<file path="config.mk">
export PLATFORM = sky130hd
export DESIGN_NAME = irq_link_alloc
export DESIGN_NICKNAME = d
export VERILOG_FILES = /design/src/rtl/irq_link_alloc_pkg.sv /design/src/rtl/ila_fixed_map.sv /design/src/rtl/ila_min_step.sv /design/src/rtl/irq_link_alloc.sv
export SDC_FILE = /design/constraint.sdc
export NUM_CORES = 1
export LEC_CHECK = 0
export CORE_AREA = 2 2 257 196
export DETAILED_ROUTE_END_ITERATION = 10
export DIE_AREA = 0 0 259 198
export DONT_BUFFER_PORTS = 1
export PLACE_DENSITY = 0.56
export SKIP_CTS_REPAIR_TIMING = 1
export SLEW_MARGIN = 10
export SYNTH_ARGS = -nofsm -noshare
export SYNTH_HDL_FRONTEND = slang
export SYNTH_HIERARCHICAL = 1
export SYNTH_SLANG_ARGS = --single-unit
</file>
<file path="constraint.sdc">
create_clock -name clk -period 3.4 [get_ports clk]
set_input_delay 0.17 -clock clk [delete_from_list [all_inputs] [get_ports clk]]
set_output_delay 0.17 -clock clk [all_outputs]
set_load 0.1 [all_outputs]
</file>
<file path="src/rtl/irq_link_alloc_pkg.sv">
package irq_link_alloc_pkg;
    typedef enum logic [2:0] {
        ST_IDLE  = 3'd0,
        ST_LSCAN = 3'd1,
        ST_ROUTE = 3'd2,
        ST_ISCAN = 3'd3,
        ST_FIN   = 3'd4
    } ila_state_e;

    localparam int          LOAD_W      = 8;
    localparam logic [7:0]  LOAD_EXCL   = 8'hFF;
    localparam logic [7:0]  LOAD_MAX    = 8'hFE;
    localparam logic [15:0] PERMIT_DFLT = 16'hDEF8;
endpackage

</file>
<file path="src/rtl/ila_fixed_map.sv">
module ila_fixed_map #(
    parameter int NUM_LINKS = 8,
    parameter int SLOT_W    = 5,
    parameter int PIN_W     = 3,
    localparam int LINK_W   = $clog2(NUM_LINKS),
    localparam int SUM_W    = ((SLOT_W > PIN_W) ? SLOT_W : PIN_W) + 4
) (
    input  logic [SLOT_W-1:0] slot,
    input  logic [PIN_W-1:0]  pin,
    output logic [LINK_W-1:0] link
);
    logic [SUM_W-1:0] sum;
    logic [SUM_W-1:0] rem;

    always_comb begin
        sum  = SUM_W'(4) + SUM_W'(slot) + SUM_W'(pin);
        rem  = sum % SUM_W'(NUM_LINKS);
        link = rem[LINK_W-1:0];
    end
endmodule

</file>
<file path="src/rtl/ila_min_step.sv">
module ila_min_step #(
    parameter int W = 8
) (
    input  logic         cand_ok,
    input  logic [W-1:0] cand_cnt,
    input  logic         have_best,
    input  logic [W-1:0] best_cnt,
    output logic         take
);
    always_comb begin
        take = cand_ok && (!have_best || (cand_cnt < best_cnt));
    end
endmodule

</file>
<file path="src/rtl/irq_link_alloc.sv">
module irq_link_alloc
    import irq_link_alloc_pkg::*;
#(
    parameter int          NUM_LINKS = 8,
    parameter int          NUM_IRQS  = 16,
    parameter int          USE_W     = 8,
    parameter int          SLOT_W    = 5,
    parameter int          PIN_W     = 3,
    parameter logic [15:0] PERMIT    = PERMIT_DFLT,
    localparam int LINK_W = $clog2(NUM_LINKS),
    localparam int IRQ_W  = $clog2(NUM_IRQS),
    localparam int IDX_W  = (LINK_W > IRQ_W) ? LINK_W : IRQ_W
) (
    input  logic              clk,
    input  logic              rst_n,
    input  logic              alloc_req,
    input  logic              alloc_fixed,
    input  logic [SLOT_W-1:0] alloc_slot,
    input  logic [PIN_W-1:0]  alloc_pin,
    input  logic              reserve_req,
    input  logic [IRQ_W-1:0]  reserve_irq,
    output logic              busy,
    output logic              done,
    output logic [LINK_W:0]   done_link,
    output logic              wr_valid,
    output logic [LINK_W:0]   wr_link,
    output logic [7:0]        wr_data,
    output logic              reserve_err
);
    typedef struct packed {
        ila_state_e                         st;
        logic [IDX_W-1:0]                   idx;
        logic [LINK_W-1:0]                  link;
        logic [USE_W-1:0]                   lcnt;
        logic [IRQ_W-1:0]                   irq;
        logic [LOAD_W-1:0]                  icnt;
        logic                               found;
        logic                               route;
        logic                               started;
        logic                               err;
        logic [NUM_LINKS-1:0][USE_W-1:0]    use_cnt;
        logic [NUM_IRQS-1:0][LOAD_W-1:0]    load;
        logic [NUM_LINKS-1:0]               link_off;
        logic [NUM_LINKS-1:0][IRQ_W-1:0]    link_irq;
    } ila_regs_t;

    function automatic ila_regs_t reset_regs();
        ila_regs_t v;
        v = '0;
        v.st = ST_IDLE;
        for (int i = 0; i < NUM_IRQS; i++) begin
            v.load[i] = PERMIT[i] ? '0 : LOAD_EXCL;
        end
        v.link_off = '1;
        return v;
    endfunction

    ila_regs_t r_q, r_d;

    logic [LINK_W-1:0] fixed_link;
    logic              l_take;
    logic              i_take;
    logic [LINK_W-1:0] l_idx;
    logic [IRQ_W-1:0]  i_idx;

    assign l_idx = r_q.idx[LINK_W-1:0];
    assign i_idx = r_q.idx[IRQ_W-1:0];

    ila_fixed_map #(
        .NUM_LINKS(NUM_LINKS), .SLOT_W(SLOT_W), .PIN_W(PIN_W)
    ) u_fixed (
        .slot(alloc_slot), .pin(alloc_pin), .link(fixed_link)
    );

    ila_min_step #(.W(USE_W)) u_lmin (
        .cand_ok(1'b1), .cand_cnt(r_q.use_cnt[l_idx]),
        .have_best(1'b1), .best_cnt(r_q.lcnt), .take(l_take)
    );

    ila_min_step #(.W(LOAD_W)) u_imin (
        .cand_ok(r_q.load[i_idx] != LOAD_EXCL), .cand_cnt(r_q.load[i_idx]),
        .have_best(r_q.found), .best_cnt(r_q.icnt), .take(i_take)
    );

    always_comb begin
        r_d = r_q;
        case (r_q.st)
            ST_IDLE: begin
                if (alloc_req) begin
                    r_d.started = 1'b1;
                    if (alloc_fixed) begin
                        r_d.link = fixed_link;
                        r_d.st   = ST_ROUTE;
                    end else begin
                        r_d.link = '0;
                        r_d.lcnt = r_q.use_cnt[0];
                        r_d.idx  = IDX_W'(1);
                        r_d.st   = ST_LSCAN;
                    end
                end else if (reserve_req) begin
                    if (r_q.started) begin
                        r_d.err = 1'b1;
                    end else begin
                        r_d.load[reserve_irq] = LOAD_EXCL;
                    end
                end
            end
            ST_LSCAN: begin
                if (l_take) begin
                    r_d.link = l_idx;
                    r_d.lcnt = r_q.use_cnt[l_idx];
                end
                r_d.idx = r_q.idx + IDX_W'(1);
                if (l_idx == LINK_W'(NUM_LINKS - 1)) begin
                    r_d.st = ST_ROUTE;
                end
            end
            ST_ROUTE: begin
                if (r_q.use_cnt[r_q.link] != '1) begin
                    r_d.use_cnt[r_q.link] = r_q.use_cnt[r_q.link] + USE_W'(1);
                end
                r_d.idx   = '0;
                r_d.found = 1'b0;
                r_d.route = r_q.link_off[r_q.link];
                r_d.st    = r_q.link_off[r_q.link] ? ST_ISCAN : ST_FIN;
            end
            ST_ISCAN: begin
                if (i_take) begin
                    r_d.irq   = i_idx;
                    r_d.icnt  = r_q.load[i_idx];
                    r_d.found = 1'b1;
                end
                r_d.idx = r_q.idx + IDX_W'(1);
                if (i_idx == IRQ_W'(NUM_IRQS - 1)) begin
                    r_d.st = ST_FIN;
                end
            end
            ST_FIN: begin
                if (r_q.route && r_q.found) begin
                    if (r_q.load[r_q.irq] < LOAD_MAX) begin
                        r_d.load[r_q.irq] = r_q.load[r_q.irq] + LOAD_W'(1);
                    end
                    r_d.link_off[r_q.link] = 1'b0;
                    r_d.link_irq[r_q.link] = r_q.irq;
                end
                r_d.st = ST_IDLE;
            end
            default: r_d.st = ST_IDLE;
        endcase
    end

    always_ff @(posedge clk) begin
        if (!rst_n) begin
            r_q <= reset_regs();
        end else begin
            r_q <= r_d;
        end
    end

    assign busy        = (r_q.st != ST_IDLE);
    assign done        = (r_q.st == ST_FIN);
    assign done_link   = {1'b0, r_q.link} + (LINK_W+1)'(1);
    assign wr_valid    = done && r_q.route && r_q.found;
    assign wr_link     = done_link;
    assign wr_data     = 8'(r_q.irq);
    assign reserve_err = r_q.err;
endmodule

</file>
==> metrics.txt <==
run status finished, violations left; violated checks negative hold slack; detailed-route vias per instance 5.807; area taken by flip-flops and latches 4705 µm²; Final Setup Violations 0; share of synthesized area occupied by flip-flops and latches 33.49%; Critical Path, Cell by Cell buf_4 -> mux4_2 -> a22oi_1 -> nand2_1 -> buf_4 -> o21a_1 -> buf_4 -> nor2_1 -> buf_4 -> a21oi_1 -> o221a_2; reg-to-reg slack, setup 0.05 ns; largest net degree at the start of global routing 114; largest fanout on the critical path 13; Setup Skew 0.02593 ns; Core ar. 49130 µm²; CTS tree yes; post-synthesis average cell area 8.905 µm²; critical setup path kind flip-flop to flip-flop; Die Y-Extent 198 µm; Root Buffer sky130_fd_sc_hd__clkbuf_16; Final Non-Filler Cells 2321; crit path launch type flip-flop; die area 51280 µm²; synthesized cell area 13990 µm²; horizontal die dimension 259 µm; Area growth syn-to-layout 20.01%; maximum clock insertion buffer count 3; Reg2Reg Launch Point wr_data[0]$_SDFFE_PN0P_; count of maximum capacitance violations 0; proportion of layout cells with a drive suffix above 1 21.89%; Total Routed Length 52150 µm; remaining max-slew budget at the tightest pin 31.86%; Inst Count DP 2241; GP Congestion 0.9909; EDFF count, synth 0; GRT Resource Usage Total 19.39%; leak pwr 0.005677 µW; clock tree sinks 234; H-tree depth 1; count of buffer and inverter cells on the critical path 4; power density normalized to cell area 472.3 nW/µm²; setup repair after global routing missed its margin false; gate count after technology mapping 1571; number of antenna violations at the first check in global routing 1; Detailed Route Iter0 Violations 1866; overflow left after global routing 0; Largest delay share family, worst path buffers and inverters; Crit path required time 3.87 ns; post-synthesis sequential element count 234; Synth cell types 74; peak supply drop 0.3820 mV; period utilisation layout 98.44%; critical path endpoint category flip-flop; Final ANT Viol Nets 0; top flip-flop cell by instance count after synthesis sky130_fd_sc_hd__dfxtp_1; count of TritonRoute iterations in the first routing pass 6; largest stage delay on the critical path 0.59 ns; yosys synthesis warning count 6; Residual DRC 0; startpoint of the most critical hold path alloc_req; capture instance of the worst register-to-register path r_q[134]$_SDFFE_PN0P_; Fmax achieved 0.2988 GHz; IO buf count 0; first-pass GRT wire length 76380 µm; overall via count from detail_route 13480; count of pins on the block boundary 37; clock-pin slew on the worst setup and hold paths 0.06 ns; Filler cells 4985; number of standard-cell rows in the floorplan 71; Crit-path slowest cell sky130_fd_sc_hd__dfxtp_4; depth of the worst register-to-register path 11; worst hold-check path type input port to flip-flop; Initial Util 28.48%; area of combinational cells with multiple inputs 8666 µm²; Final Hold Viols 2; routed length per instance 22.47 µm; Final Util 34.17%; slew of the pin with the lowest slew margin 1.021 ns; critical path data arrival time 3.81 ns; # nets final 1681; Final Max Tran Viols 0; worst hold slack -0.02635 ns; critical path's most frequent cell sky130_fd_sc_hd__buf_4; later-pin clock latency in the skew report 0.59 ns; Worst Hold Path Cells 3; async set-or-reset flop fraction in the synthesized netlist 0%; worst min-delay path endpoint r_q[265]$_SDFFE_PN0P_; placed wire-length estimate 35720 µm; number of CTS-inserted buffers 27; via count of the first global-routing pass 12080; time the worst path needs with I/O delays and setup 3.347 ns
[routing by layer]
layer / part of all wire, % / global-route usage [%] / vias up
li1: - / - / 5955
met1: 45 / 29.35 / 6555
met2: 40 / 26.57 / 840
met3: 13 / 5.108 / 127
met4: 2.9 / 5.309 / 0
met5: 0 / 0 / -
[through the flow]
stage / setup TNS, ns / instance area (µm²) / hold WS (ns) / power, µW / setup WS [ns]
after global placement: -0.0008085 / 15470 / 0.2549 / 4528 / -0.0008085
after CTS: -0.2291 / 16440 / -0.3588 / 7752 / -0.06040
final: 0 / 16790 / -0.02635 / 7929 / 0.05306
after global routing: 0 / 16790 / 0.00001948 / 8173 / 0.01138
after floorplan: 0 / 14040 / 0.3104 / 3987 / 0.004469
after detailed placement: -0.2122 / 15470 / 0.2621 / 4535 / -0.04250
[worst register-to-register path, delay by kind of cell (launching register included)]
kind / cells / cell delay [ns]
DFF: 1 / 0.59
AOI/OAI and AO/OA: 4 / 0.78
and+or+nand+nor: 2 / 0.56
buffers and inverters: 4 / 0.80
muxes: 1 / 0.51
[where the power goes]
part	switching [µW]	internal [µW]	total, µW
Sequential	75.4	2790	2860
Clock	1300	1930	3230
Combinational	1140	701	1840
[registers in the layout (all words and copies together) (netlist names)]
signal	cells
i_idx	4
reserve_err	1
r_q	225
wr_data	4
[cells in the final DEF (no fill, tap or decap), types with 7 or more instances in the layout]
master	instances
sky130_fd_sc_hd__a211oi_1	38
sky130_fd_sc_hd__a21oi_1	132
sky130_fd_sc_hd__a221oi_1	10
sky130_fd_sc_hd__a22oi_1	18
sky130_fd_sc_hd__a31oi_1	7
sky130_fd_sc_hd__and2_1	12
sky130_fd_sc_hd__buf_12	12
sky130_fd_sc_hd__buf_4	145
sky130_fd_sc_hd__clkbuf_16	28
sky130_fd_sc_hd__clkinv_2	8
sky130_fd_sc_hd__conb_1	7
sky130_fd_sc_hd__dfxtp_1	226
sky130_fd_sc_hd__ha_1	21
sky130_fd_sc_hd__inv_1	25
sky130_fd_sc_hd__mux2_2	8
sky130_fd_sc_hd__mux2i_1	79
sky130_fd_sc_hd__mux4_2	93
sky130_fd_sc_hd__nand2_1	178
sky130_fd_sc_hd__nand2b_1	14
sky130_fd_sc_hd__nand3_1	27
sky130_fd_sc_hd__nor2_1	161
sky130_fd_sc_hd__nor2_2	7
sky130_fd_sc_hd__nor2b_1	13
sky130_fd_sc_hd__nor3_1	54
sky130_fd_sc_hd__o211a_1	7
sky130_fd_sc_hd__o21ai_0	130
sky130_fd_sc_hd__o221ai_1	12
sky130_fd_sc_hd__o22ai_1	39
sky130_fd_sc_hd__xnor2_1	10
[synth_stat cells (6+ instances only)]
library cell,count,area (µm²)
sky130_fd_sc_hd__nand3_1,27,135.1
sky130_fd_sc_hd__mux2_2,8,90.09
sky130_fd_sc_hd__nand2_1,178,668.1
sky130_fd_sc_hd__a211oi_1,38,285.3
sky130_fd_sc_hd__a21oi_1,134,670.6
sky130_fd_sc_hd__and2_1,12,75.07
sky130_fd_sc_hd__nor3_1,55,275.3
sky130_fd_sc_hd__o21ai_0,132,660.6
sky130_fd_sc_hd__a22oi_1,19,142.6
sky130_fd_sc_hd__nor2b_1,13,81.33
sky130_fd_sc_hd__nand3b_1,6,45.04
sky130_fd_sc_hd__buf_1,12,45.04
sky130_fd_sc_hd__nor4_1,6,37.54
sky130_fd_sc_hd__dfxtp_1,234,4684
sky130_fd_sc_hd__buf_4,17,127.6
sky130_fd_sc_hd__a221oi_1,10,87.58
sky130_fd_sc_hd__buf_2,17,85.08
sky130_fd_sc_hd__mux2i_1,79,790.8
sky130_fd_sc_hd__xnor2_1,11,96.34
sky130_fd_sc_hd__ha_1,22,275.3
sky130_fd_sc_hd__o22ai_1,39,244.0
sky130_fd_sc_hd__o221ai_1,12,105.1
sky130_fd_sc_hd__a31oi_1,7,43.79
sky130_fd_sc_hd__nand2b_1,14,87.58
sky130_fd_sc_hd__o211a_1,7,70.07
sky130_fd_sc_hd__xor2_1,6,52.55
sky130_fd_sc_hd__clkbuf_1,79,296.5
sky130_fd_sc_hd__nor2_1,164,615.6
sky130_fd_sc_hd__inv_1,28,105.1
sky130_fd_sc_hd__mux4_2,93,2095
[how the worst max path moves through the flow]
stage,end,cells after the start,slack (ns),from
2_1_floorplan,r_q[102]$_SDFFE_PN0P_,11,0.004,r_q[264]$_SDFFE_PN0P_
3_3_place_gp,r_q[70]$_SDFFE_PN0P_,8,-0.0008,wr_data[0]$_SDFFE_PN0P_
3_5_place_dp,r_q[48]$_SDFFE_PN1P_,11,-0.04,wr_data[0]$_SDFFE_PN0P_
4_1_cts,r_q[70]$_SDFFE_PN0P_,8,-0.06,wr_data[0]$_SDFFE_PN0P_
5_1_grt,r_q[70]$_SDFFE_PN0P_,10,0.01,wr_data[0]$_SDFFE_PN0P_
6_report,r_q[134]$_SDFFE_PN0P_,11,0.05,wr_data[0]$_SDFFE_PN0P_
[logic make-up (layout without fill, tap and decap cells)]
kind of cell | after synthesis | count (layout) | share of synthesized area (%)
AND/OR/NAND/NOR | 505 | 506 | 16.38
AO/OA/AOI/OAI | 443 | 443 | 19.50
flip-flops | 234 | 234 | 33.49
multiplexers | 186 | 186 | 22.31
buffers and inverters | 162 | 248 | 5.232
adder cells (fa/ha/maj) | 22 | 22 | 1.968
XOR/XNOR | 17 | 17 | 1.064
other | 2 | 8 | 0.05368
[area by class of cell]
| class | instances | area share [%] |
|---|---|---|
| tap | 657 | 4.896 |
| clock inverter | 16 | 1.349 |
| timing repair buffer | 167 | 8.913 |
| antenna | 1 | 0.01491 |
| multi-input combinational | 1181 | 51.62 |
| sequential | 234 | 28.02 |
| clock buffer | 34 | 4.419 |
| inverter | 31 | 0.7676 |
Power figures use the tool's default switching activity.
